--- src/rtl/fh_pkg.sv ---
package fh_pkg;
  localparam logic [63:0] KEY_A_RST = 64'ha9d5af4c9fbc76b1;
  localparam logic [63:0] KEY_B_RST = 64'ha9d5af4c9fbc87b4;
  localparam logic [63:0] KEY_C_RST = 64'h00000000_5954c9e7;
  localparam int CAP_BIT       = 62;
  localparam int OFS_KEY_A     = 0;
  localparam int OFS_KEY_B     = 1;
  localparam int OFS_KEY_C     = 2;
  localparam int OFS_CAP       = 3;
  localparam int OFS_SLOT_BASE = 4;
  localparam int SLOT_STRIDE   = 4;
  localparam int SLOT_MASK_HI  = 0;
  localparam int SLOT_MASK_LO  = 1;
  localparam int SLOT_CTL      = 2;

  typedef enum logic [1:0] {ST_IDLE, ST_RUN, ST_HOLD} core_state_e;
endpackage

--- src/rtl/fh_cfg_regs.sv ---
module fh_cfg_regs #(
  parameter int NUM_IF   = 2,
  parameter int NUM_SLOT = 2,
  parameter int REG_W    = 64,
  parameter int RES_W    = 32,
  parameter int IF_W     = 1,
  parameter int SLOT_W   = 1,
  parameter int OFS_W    = 4,
  localparam int ADDR_W  = IF_W + OFS_W
) (
  input  logic              clk,
  input  logic              rst_n,
  input  logic              wr_en,
  input  logic [ADDR_W-1:0] addr,
  input  logic [REG_W-1:0]  wdata,
  output logic [REG_W-1:0]  rdata,
  input  logic [IF_W-1:0]   sel_if,
  input  logic [SLOT_W-1:0] sel_slot,
  output logic [REG_W-1:0]  sel_key_a,
  output logic [REG_W-1:0]  sel_key_b,
  output logic [RES_W-1:0]  sel_key_c,
  output logic [REG_W-1:0]  sel_mask_hi,
  output logic [REG_W-1:0]  sel_mask_lo,
  output logic [REG_W-1:0]  sel_ctl
);
  import fh_pkg::*;

  localparam logic [REG_W-1:0] CTL_RST = {{(REG_W-RES_W){1'b1}}, {RES_W{1'b0}}};

  logic [IF_W-1:0]  addr_if;
  logic [OFS_W-1:0] ofs;
  assign addr_if = addr[ADDR_W-1:OFS_W];
  assign ofs     = addr[OFS_W-1:0];

  logic [REG_W-1:0] key_a_arr [NUM_IF];
  logic [REG_W-1:0] key_b_arr [NUM_IF];
  logic [RES_W-1:0] key_c_arr [NUM_IF];
  logic [REG_W-1:0] mhi_arr   [NUM_IF][NUM_SLOT];
  logic [REG_W-1:0] mlo_arr   [NUM_IF][NUM_SLOT];
  logic [REG_W-1:0] ctl_arr   [NUM_IF][NUM_SLOT];

  for (genvar gi = 0; gi < NUM_IF; gi++) begin : g_if
    logic             if_wr;
    logic [REG_W-1:0] key_a_r, key_b_r;
    logic [RES_W-1:0] key_c_r;
    assign if_wr = wr_en && (int'(addr_if) == gi);

    always_ff @(posedge clk or negedge rst_n) begin
      if (!rst_n) begin
        key_a_r <= KEY_A_RST[REG_W-1:0];
        key_b_r <= KEY_B_RST[REG_W-1:0];
        key_c_r <= KEY_C_RST[RES_W-1:0];
      end else if (if_wr) begin
        if (ofs == OFS_W'(OFS_KEY_A)) key_a_r <= wdata;
        if (ofs == OFS_W'(OFS_KEY_B)) key_b_r <= wdata;
        if (ofs == OFS_W'(OFS_KEY_C)) key_c_r <= wdata[RES_W-1:0];
      end
    end
    assign key_a_arr[gi] = key_a_r;
    assign key_b_arr[gi] = key_b_r;
    assign key_c_arr[gi] = key_c_r;

    for (genvar gs = 0; gs < NUM_SLOT; gs++) begin : g_slot
      localparam int BASE = OFS_SLOT_BASE + gs * SLOT_STRIDE;
      logic [REG_W-1:0] mhi_r, mlo_r, ctl_r;
      always_ff @(posedge clk or negedge rst_n) begin
        if (!rst_n) begin
          mhi_r <= '1;
          mlo_r <= '1;
          ctl_r <= CTL_RST;
        end else if (if_wr) begin
          if (ofs == OFS_W'(BASE + SLOT_MASK_HI)) mhi_r <= wdata;
          if (ofs == OFS_W'(BASE + SLOT_MASK_LO)) mlo_r <= wdata;
          if (ofs == OFS_W'(BASE + SLOT_CTL))     ctl_r <= wdata;
        end
      end
      assign mhi_arr[gi][gs] = mhi_r;
      assign mlo_arr[gi][gs] = mlo_r;
      assign ctl_arr[gi][gs] = ctl_r;
    end
  end

  // Read side: offsets inside the addressed interface
  always_comb begin
    rdata = '0;
    if (int'(addr_if) < NUM_IF) begin
      if (ofs == OFS_W'(OFS_KEY_A)) rdata = key_a_arr[addr_if];
      if (ofs == OFS_W'(OFS_KEY_B)) rdata = key_b_arr[addr_if];
      if (ofs == OFS_W'(OFS_KEY_C)) rdata = REG_W'(key_c_arr[addr_if]);
      if (ofs == OFS_W'(OFS_CAP))   rdata[CAP_BIT] = 1'b1;
      for (int s = 0; s < NUM_SLOT; s++) begin
        if (int'(ofs) == OFS_SLOT_BASE + s * SLOT_STRIDE + SLOT_MASK_HI) rdata = mhi_arr[addr_if][s];
        if (int'(ofs) == OFS_SLOT_BASE + s * SLOT_STRIDE + SLOT_MASK_LO) rdata = mlo_arr[addr_if][s];
        if (int'(ofs) == OFS_SLOT_BASE + s * SLOT_STRIDE + SLOT_CTL)     rdata = ctl_arr[addr_if][s];
      end
    end
  end

  // Request side: configuration of the interface and slot being asked for
  assign sel_key_a   = key_a_arr[sel_if];
  assign sel_key_b   = key_b_arr[sel_if];
  assign sel_key_c   = key_c_arr[sel_if];
  assign sel_mask_hi = mhi_arr[sel_if][sel_slot];
  assign sel_mask_lo = mlo_arr[sel_if][sel_slot];
  assign sel_ctl     = ctl_arr[sel_if][sel_slot];
endmodule

--- src/rtl/fh_prep.sv ---
module fh_prep #(
  parameter int REG_W   = 64,
  parameter int RES_W   = 32,
  localparam int DATA_W = 2 * REG_W,
  localparam int KEY_W  = 2 * REG_W + RES_W - 1
) (
  input  logic [DATA_W-1:0] field,
  input  logic [REG_W-1:0]  mask_hi,
  input  logic [REG_W-1:0]  mask_lo,
  input  logic [REG_W-1:0]  key_a,
  input  logic [REG_W-1:0]  key_b,
  input  logic [RES_W-1:0]  key_c,
  output logic [DATA_W-1:0] masked,
  output logic [KEY_W-1:0]  key
);
  // Upper half of the field is matched against the upper mask word
  assign masked = {field[DATA_W-1:REG_W] & mask_hi, field[REG_W-1:0] & mask_lo};
  // Key C contributes only its low RES_W-1 bits at the bottom
  assign key    = {key_a, key_b, key_c[RES_W-2:0]};
endmodule

--- src/rtl/fh_serial_core.sv ---
module fh_serial_core #(
  parameter int DATA_W = 128,
  parameter int KEY_W  = 159,
  parameter int RES_W  = 32
) (
  input  logic                 clk,
  input  logic                 rst_n,
  input  logic                 in_valid,
  output logic                 in_ready,
  input  logic [DATA_W-1:0]    in_data,
  input  logic [KEY_W-1:0]     in_key,
  input  logic [2*RES_W-1:0]   in_ctl,
  output logic                 out_valid,
  input  logic                 out_ready,
  output logic [RES_W-1:0]     out_hash,
  output logic                 busy
);
  import fh_pkg::*;

  localparam int CNT_W = $clog2(DATA_W);
  localparam logic [CNT_W-1:0] LAST = CNT_W'(DATA_W - 1);

  core_state_e       state_q;
  logic [DATA_W-1:0] data_q;
  logic [KEY_W-1:0]  key_q;
  logic [RES_W-1:0]  acc_q, acc_nxt, mask_q, off_q, res_q;
  logic [CNT_W-1:0]  cnt_q;

  always_comb begin
    acc_nxt = acc_q;
    if (data_q[DATA_W-1]) acc_nxt = acc_q ^ key_q[KEY_W-1 -: RES_W];
  end

  always_ff @(posedge clk or negedge rst_n) begin
    if (!rst_n) begin
      state_q <= ST_IDLE;
      data_q  <= '0;
      key_q   <= '0;
      acc_q   <= '0;
      mask_q  <= '0;
      off_q   <= '0;
      res_q   <= '0;
      cnt_q   <= '0;
    end else begin
      unique case (state_q)
        ST_IDLE: begin
          if (in_valid) begin
            data_q  <= in_data;
            key_q   <= in_key;
            acc_q   <= '0;
            cnt_q   <= '0;
            mask_q  <= in_ctl[2*RES_W-1:RES_W];
            off_q   <= in_ctl[RES_W-1:0];
            state_q <= ST_RUN;
          end
        end
        ST_RUN: begin
          acc_q  <= acc_nxt;
          key_q  <= {key_q[KEY_W-2:0], 1'b0};
          data_q <= {data_q[DATA_W-2:0], 1'b0};
          cnt_q  <= cnt_q + 1'b1;
          if (cnt_q == LAST) begin
            res_q   <= (acc_nxt & mask_q) | off_q;
            state_q <= ST_HOLD;
          end
        end
        ST_HOLD: begin
          if (out_ready) state_q <= ST_IDLE;
        end
        default: state_q <= ST_IDLE;
      endcase
    end
  end

  assign in_ready  = (state_q == ST_IDLE);
  assign out_valid = (state_q == ST_HOLD);
  assign out_hash  = res_q;
  assign busy      = (state_q != ST_IDLE);
endmodule

--- src/rtl/toeplitz_field_hasher.sv ---
module toeplitz_field_hasher #(
  parameter int NUM_IF   = 2,
  parameter int NUM_SLOT = 2,
  parameter int REG_W    = 64,
  parameter int RES_W    = 32,
  localparam int IF_W    = (NUM_IF > 1) ? $clog2(NUM_IF) : 1,
  localparam int SLOT_W  = (NUM_SLOT > 1) ? $clog2(NUM_SLOT) : 1,
  localparam int OFS_W   = $clog2(fh_pkg::OFS_SLOT_BASE + fh_pkg::SLOT_STRIDE * NUM_SLOT),
  localparam int ADDR_W  = IF_W + OFS_W,
  localparam int DATA_W  = 2 * REG_W,
  localparam int KEY_W   = 2 * REG_W + RES_W - 1
) (
  input  logic              clk,
  input  logic              rst_n,
  input  logic              reg_we,
  input  logic [ADDR_W-1:0] reg_addr,
  input  logic [REG_W-1:0]  reg_wdata,
  output logic [REG_W-1:0]  reg_rdata,
  input  logic              req_valid,
  output logic              req_ready,
  input  logic [IF_W-1:0]   req_if,
  input  logic [SLOT_W-1:0] req_slot,
  input  logic [DATA_W-1:0] req_data,
  output logic              res_valid,
  input  logic              res_ready,
  output logic [RES_W-1:0]  res_hash,
  output logic              busy
);
  logic [REG_W-1:0]  k_a, k_b, m_hi, m_lo, ctl;
  logic [RES_W-1:0]  k_c;
  logic [DATA_W-1:0] masked;
  logic [KEY_W-1:0]  key;

  fh_cfg_regs #(
    .NUM_IF(NUM_IF), .NUM_SLOT(NUM_SLOT), .REG_W(REG_W), .RES_W(RES_W),
    .IF_W(IF_W), .SLOT_W(SLOT_W), .OFS_W(OFS_W)
  ) u_regs (
    .clk(clk), .rst_n(rst_n), .wr_en(reg_we), .addr(reg_addr),
    .wdata(reg_wdata), .rdata(reg_rdata),
    .sel_if(req_if), .sel_slot(req_slot),
    .sel_key_a(k_a), .sel_key_b(k_b), .sel_key_c(k_c),
    .sel_mask_hi(m_hi), .sel_mask_lo(m_lo), .sel_ctl(ctl)
  );

  fh_prep #(.REG_W(REG_W), .RES_W(RES_W)) u_prep (
    .field(req_data), .mask_hi(m_hi), .mask_lo(m_lo),
    .key_a(k_a), .key_b(k_b), .key_c(k_c),
    .masked(masked), .key(key)
  );

  fh_serial_core #(.DATA_W(DATA_W), .KEY_W(KEY_W), .RES_W(RES_W)) u_core (
    .clk(clk), .rst_n(rst_n),
    .in_valid(req_valid), .in_ready(req_ready),
    .in_data(masked), .in_key(key), .in_ctl(ctl[2*RES_W-1:0]),
    .out_valid(res_valid), .out_ready(res_ready), .out_hash(res_hash),
    .busy(busy)
  );
endmodule

--- config.mk ---
export PLATFORM = sky130hd
export DESIGN_NAME = toeplitz_field_hasher
export DESIGN_NICKNAME = d
export VERILOG_FILES = /design/src/rtl/fh_pkg.sv /design/src/rtl/fh_cfg_regs.sv /design/src/rtl/fh_prep.sv /design/src/rtl/fh_serial_core.sv /design/src/rtl/toeplitz_field_hasher.sv
export SDC_FILE = /design/constraint.sdc
export NUM_CORES = 2
export LEC_CHECK = 0
export BUFFER_PORTS_ARGS = -buffer_cell sky130_fd_sc_hd__buf_2
export CAP_MARGIN = 20
export CORE_MARGIN = 3
export CORE_UTILIZATION = 29
export DETAILED_ROUTE_END_ITERATION = 7
export GPL_TIMING_DRIVEN = 0
export PLACE_DENSITY = 0.5
export RECOVER_POWER = 50
export SETUP_SLACK_MARGIN = 0.02
export SYNTH_ARGS = -nofsm -noshare
export SYNTH_HDL_FRONTEND = slang
export SYNTH_SLANG_ARGS = --single-unit
--- constraint.sdc ---
create_clock -name clk -period 2.6 [get_ports clk]
set_input_delay 0.26 -clock clk [delete_from_list [all_inputs] [get_ports clk]]
set_output_delay 0.26 -clock clk [all_outputs]
set_load 0.01 [all_outputs]
Word level (Yosys, flattened, before mapping)
Index checks and enable logic that the tools add are counted. Widths: inputs -> output; s select.

Output and inout port bits: 99. Input bits: 204. Register bits after elaboration: 1512.

Bitwise gates (word level): 9. Magnitude comparators: 3. Equal/unequal tests: 21. Mux-type cells: 68. Add/sub/neg operators: 1. Reductions and logical operators: 28.

Operators with widths (number): $mux 128 (19); $mux 64 (30); $pmux 159 s2 (1); $pmux 128 s2 (1); $mux 32 (5); $mux 159 (1); $and 64x64->64 (2); $mux 31 (3); $pmux 32 s2 (1); $reduce_and 2->1 (21); $eq 4x4->1 const B (9); $and 32x32->32 (1); $or 32x32->32 (1); $xor 32x32->32 (1); $pmux 7 s2 (1); $eq 4x3->1 const B (3); $eq 4x2->1 const B (2); $add 7x1->7 const B (1); $eq 7x7->1 const B (1); $mux 7 (1); $ge 2x2->1 const B (3); $mux 2 (3); $not 1->2 (3); $pmux 2 s3 (1); other kinds (12) (15).

Longest topological paths before layout
Word-level depth: 14. Gate-level depth with buffers: 8. Depth with buffers taken out: 5.

Hierarchy
Synthesis repeated with hierarchy kept, for this count alone.

Cells, all modules: 6290. Area total of the unflattened synthesis: 78124.9 um^2.

By module, submodules not included: fh_cfg_regs (area an instance 57956.8 um^2, cells each 4099, times used 1); fh_serial_core (area an instance 18173.7 um^2, cells each 1904, times used 1); fh_prep (area an instance 1994.4 um^2, cells each 287, times used 1).

Worst setup path after synthesis
OpenSTA, ideal clock, no wires.

Path type: in2out. From: input port reg_addr[0]. To: output port reg_rdata[54]. Slack: 0.480 ns. Data arrival time: 1.860 ns. Cell stages on the path: 7. Buffers on the path: 3. Cell sequence: buf_2 or4b_1 buf_2 clkbuf_1 o221ai_1 a211oi_1 a21oi_1.

Cells in the longest elaborated chain, start to end: 10. Elaborated cells between the ends (all ways): 18.

RTL lines: start: declaration (line toeplitz_field_hasher.sv:16) `input logic [ADDR_W-1:0] reg_addr,`; $logic_not 4->1 (line fh_cfg_regs.sv:87) `if (ofs == OFS_W'(OFS_KEY_A)) rdata = key_a_arr[addr_if];`; $mux 64 (line fh_cfg_regs.sv:87); $mux 64 (line fh_cfg_regs.sv:88) `if (ofs == OFS_W'(OFS_KEY_B)) rdata = key_b_arr[addr_if];`; $mux 64 (line fh_cfg_regs.sv:89) `if (ofs == OFS_W'(OFS_KEY_C)) rdata = REG_W'(key_c_arr[addr_if]);`; $mux 64 (line fh_cfg_regs.sv:92) `if (int'(ofs) == OFS_SLOT_BASE + s * SLOT_STRIDE + SLOT_MASK_HI) rdata = mhi_arr[addr_if][s];`; $mux 64 (line fh_cfg_regs.sv:93) `if (int'(ofs) == OFS_SLOT_BASE + s * SLOT_STRIDE + SLOT_MASK_LO) rdata = mlo_arr[addr_if][s];`; $mux 64 (line fh_cfg_regs.sv:94) `if (int'(ofs) == OFS_SLOT_BASE + s * SLOT_STRIDE + SLOT_CTL) rdata = ctl_arr[addr_if][s];`; $mux 64 (line fh_cfg_regs.sv:92); $mux 64 (line fh_cfg_regs.sv:93); $mux 64 * (line fh_cfg_regs.sv:94); end: declaration (line toeplitz_field_hasher.sv:18) `output logic [REG_W-1:0] reg_rdata,`.

Every way passes the cells marked *; elsewhere a longest branch is shown, timed or not.

Final worst setup path
From: input port reg_addr[0]. To: register u_regs.g_if[1].key_a_r[39].

Cells in the longest elaborated chain, start to end: 2.

RTL lines: $logic_not 4->1 (line fh_cfg_regs.sv:54) `if (ofs == OFS_W'(OFS_KEY_A)) key_a_r <= wdata;`; $reduce_and 2->1 (no source line); end signal: assignment (line fh_cfg_regs.sv:50) `key_a_r <= KEY_A_RST[REG_W-1:0];`; end signal: assignment (line fh_cfg_regs.sv:54); end: declaration (line fh_cfg_regs.sv:44) `logic [REG_W-1:0] key_a_r, key_b_r;`.

No other way between the ends. A chain may end at the register's enable or synchronous reset.

==> impl.org <==
** Timing
- Clock tree skew after final layout :: 0.0312 ns
- Sum of negative setup slack :: -8.81 ns
- The worst pin sits at a relative slew slack of -0.286.
- Derived from the worst setup path, the maximum achievable clock frequency is 348 MHz.
- Hold timing on the final database bottoms out at a slack of -0.528 ns.
- Setup violations remaining at the end of the flow were counted as 112.
- Post-layout worst setup margin :: -0.273 ns
- Hold Violations, Final :: 146
- The count of pins over their slew limit was 572.
- Min Tclk post-route :: 2.87 ns
- For the pin with the worst max-slew slack, the measured transition is 1.93 ns.
- Setup repair after global routing missed its margin :: true
- Dividing the final minimum period by the clock period gives 1.10.

** Synth
- Fraction of the mapped netlist area in compound gates :: 0.0778
- XOR/XNOR share of the synthesized area :: 0.00387
- Average footprint of a synthesized cell :: 12.9 µm²
- In the synthesized netlist, the number of instances is 5783.
- In this run, synthesis produced a sequential element count of 1512.
- Yosys warning count :: 0
- Share of flip-flops with an asynchronous set or reset after synthesis :: 1.00
- In the synthesized netlist the dominant register cell turns out to be sky130_fd_sc_hd__dfstp_2.
- Top cells by area in the synthesized netlist :: sky130_fd_sc_hd__dfstp_2 29%, sky130_fd_sc_hd__dfrtp_1 23%, sky130_fd_sc_hd__mux2_2 14%
- Post-Synthesis Cell Area :: 74600 µm²
- Of the synthesized area, sequential elements account for 0.521.
- In this run, distinct cell masters in the synthesized netlist total 51.
- Synthesized Nets :: 5988
- Yosys mapped a number of flops with a built-in enable equal to 0.
- Of the total synthesized cell area, the portion taken by AND, OR, NAND and NOR gates is 0.0551.
- Dominant combinational cell family by area after synthesis :: multiplexers
- Top-area cell type share of the netlist area :: 0.290
- Of the total synthesized cell area, the portion taken by full adders, half adders and majority gates is 0.000168.
- Post-synthesis cell type with the largest combined area :: sky130_fd_sc_hd__dfstp_2
- Measured against the total synthesized area, the mux share comes to 0.312.

** Min path
- The worst hold path belongs to the class in -> async.

** Route
- After detailed routing, the average wire length per cell comes to 29.6 µm.
- Wires add up to 298000 µm.
- For this run, the detailed router's first-pass iteration total came to 7.
- After detailed routing, the number of vias per cell comes to 5.39.
- Iteration-0 DRC count of the detailed router :: 4443
- In the routed design, unresolved DRC markers number 0.
- Once detail routing completed, the nets flagged for antenna violations numbered 0.
- The routed layout has 54309 vias.

** Clock network
- TritonCTS built the clock tree.
- Buffers inserted to repair hold after CTS numbered 193.
- In this run, CTS created clock tree buffers numbering 170.
- Skew-Pair Late Insertion Delay :: 0.84 ns
- Register clock-pin slew on the reported worst setup and hold paths :: 0.05 ns
- The tree is rooted in a sky130_fd_sc_hd__clkbuf_16.
- The H-tree generated during clock tree synthesis spans 4 levels.
- For this design, the sink count on the clock tree is 1512.
- No sink is reached through more buffers than the 3 on the longest clock path.

** Critical path
- The worst setup path is captured at a register.
- Data on the critical path is required at its endpoint by 3.29 ns.
- Arrival time of the worst setup path :: 3.57 ns
- Critical Path Max Stage Delay :: 0.88 ns
- Critical path type :: in -> reg
- The worst setup path is launched from an input port.
- The slowest stage of the critical path is the sky130_fd_sc_hd__clkbuf_1 cell.
- In this run the worst path has a maximum fanout of 10.
- The critical path goes through clkbuf_4 -> or4_1 -> nor2_1 -> clkbuf_1 -> buf_2 -> mux2_2.

** Final layout
- Layout overhead on the synthesized area :: 22.2%
- Final net count :: 6743
- At the end of the flow the core is filled with cells to 0.357.
- Of the cells placed in the final design, the portion with a size suffix greater than 1 is 0.475.

** Run status
- The checks that failed: hold timing, capacitance limit, slew limit, setup timing.
- The run finished, with violations left.

** Floorplan
- During I/O placement, the number of pins put on the boundary was 303.
- Die Area :: 263000 µm²
- For this configuration, the core starts out at a cell density of 0.293.
- Std cell rows :: 185
- Floorplan die height :: 513 µm
- The die is 513 µm wide.
- Standard cell core area :: 255000 µm²

** Power and ir drop
- IR Drop Worst-Case VDD :: 0.714 mV
- Post-layout total power :: 67.3 mW
- Power per cell area :: 738 nW/µm²
- In this run the static leakage power is 38.6 nW.

** GRT
- First-pass GRT wire length :: 423000 µm
- Number of global-route vias before repair :: 55643
- Number of antenna violations at the first check in global routing :: 40
- Overall Global Routing Usage :: 0.221
- After global routing the overflow that remains totals 0.
- Entering global routing, the biggest net connects 163 pins.

** Run
- Max-cap violations :: 9

** Placed design
- In this run the tool buffered the top-level ports with 297 buffer cells.
- Routability-driven placement finished with a final weighted congestion of 0.858.
- The wire-length estimate of the detail-placed layout is 222000 µm.
area by class of cell:
cell class / instances / area, µm²
clock inverter: 42 / 390
tap: 3366 / 4210
buffer: 509 / 2810
clock buffer: 278 / 5270
fill: 25002 / 164000
timing repair buffer: 585 / 4630
multi-input combinational: 3756 / 34900
sequential: 1512 / 38900
inverter: 4 / 15.0
antenna: 24 / 60.1
registers in the layout, summed over array words and instances (netlist names):
register	count
u_core.out_hash	32
u_regs.g_if.g_slot.mhi_r	256
u_regs.g_if.key_b_r	128
u_core.state_q	2
u_core.data_q	128
u_core.cnt_q	7
u_regs.g_if.key_a_r	128
u_regs.g_if.g_slot.ctl_r	256
u_core.acc_q	32
u_core.key_q	159
u_regs.g_if.g_slot.mlo_r	256
u_core.off_q	32
u_core.mask_q	32
u_regs.g_if.key_c_r	64
critical path, delay by kind of cell:
kind,cells,cell delay [ns]
buffers and inverters,3,1.64
AND/OR/NAND/NOR,2,1.25
multiplexers,1,0.39
repair_timing:
action                                 4_1_cts  5_1_grt
pin swaps                                   52       71
resized for setup                          487      189
gates cloned                                 2        1
endpoints found under the hold margin      723      122
setup endpoints to repair                  673      248
buffers inserted                            40        6
routing by layer:
layer / up-vias / track usage / wire length [µm]
li1: 23102 / - / -
met1: 29041 / 0.306 / 134000
met2: 1748 / 0.349 / 138000
met3: 404 / 0.0428 / 17700
met4: 14 / 0.0717 / 9460
met5: - / 0 / 96
kinds of logic (layout without fill, tap and decap cells):
logic type | after synthesis | count (layout)
mux | 1951 | 1951
buf+inv | 515 | 1418
fa+ha+maj | 1 | 1
compound gates | 815 | 815
flops | 1512 | 1512
simple gates | 956 | 956
other cells | 0 | 24
xor+xnor | 33 | 33
synth_stat cells (158+ instances only):
master	n
sky130_fd_sc_hd__dfstp_2	824
sky130_fd_sc_hd__o22ai_1	160
sky130_fd_sc_hd__mux4_2	193
sky130_fd_sc_hd__mux2_2	951
sky130_fd_sc_hd__a21oi_1	159
sky130_fd_sc_hd__clkbuf_1	313
sky130_fd_sc_hd__a221o_1	158
sky130_fd_sc_hd__nor2_1	204
sky130_fd_sc_hd__dfrtp_1	688
sky130_fd_sc_hd__nand3_1	162
sky130_fd_sc_hd__mux2i_1	666
sky130_fd_sc_hd__nand2_1	487
path summary, 6_finish.rpt:
path	startpoint	endpoint	slack, ns	depth (start not counted)
setup / recovery	reg_addr[0]	u_regs.g_if[1].key_a_r[39]	-0.27	6
hold / removal	rst_n	u_core.data_q[50]	-0.53	1
setup reg to reg	u_core.state_q[0]	u_core.cnt_q[4]	0.03	8
hold reg to reg	u_core.mask_q[7]	u_core.mask_q[7]	0.48	2
max in group asynchronous	rst_n	u_regs.g_if[1].g_slot[1].ctl_r[17]	0.24	4
min in group clk	reg_addr[3]	u_regs.g_if[1].g_slot[1].mlo_r[1]	0.18	4
power by group:
| group | internal [mW] | switching [mW] | leakage (nW) |
|---|---|---|---|
| combinational | 5.74 | 5.50 | 18.1 |
| sequential | 28.7 | 2.55 | 17.7 |
| clock | 14.3 | 10.4 | 2.80 |
placed cells by master, fill, tap and decap left out, drive strengths merged, types with 4 or more instances in the layout:
cell type | synthesis | final
nand4bb | 4 | 4
nor3b | 4 | 4
a221oi | 32 | 32
a22oi | 128 | 128
nor2 | 215 | 215
o22ai | 160 | 160
mux4 | 193 | 193
dlygate4sd3 | 0 | 193
a211oi | 62 | 62
nand2 | 487 | 487
o221ai | 30 | 30
clkbuf | 313 | 645
nand3 | 162 | 162
a31oi | 4 | 4
xnor2 | 32 | 32
dfstp | 824 | 824
mux2 | 1092 | 1092
nor2b | 36 | 36
a21oi | 159 | 159
buf | 198 | 533
clkinv | 0 | 30
nor3 | 33 | 33
a221o | 158 | 158
mux2i | 666 | 666
inv | 4 | 10
diode | 0 | 24
dfrtp | 688 | 688
bufinv | 0 | 5
o21ai | 76 | 76
stage by stage:
stage                     area, µm²  setup WS [ns]  cells  hold slack (ns)
after floorplan               74600          0.480   5783          -0.0356
after global placement        80300         -32.76   9446            0.463
after detailed placement      81300          -1.75   9490            0.395
after CTS                     90600         -0.121  10044           -0.544
after global routing          91100         -0.139  10057           -0.506
final                         91200         -0.273  10076           -0.528
(Power assumes the default switching activity.)
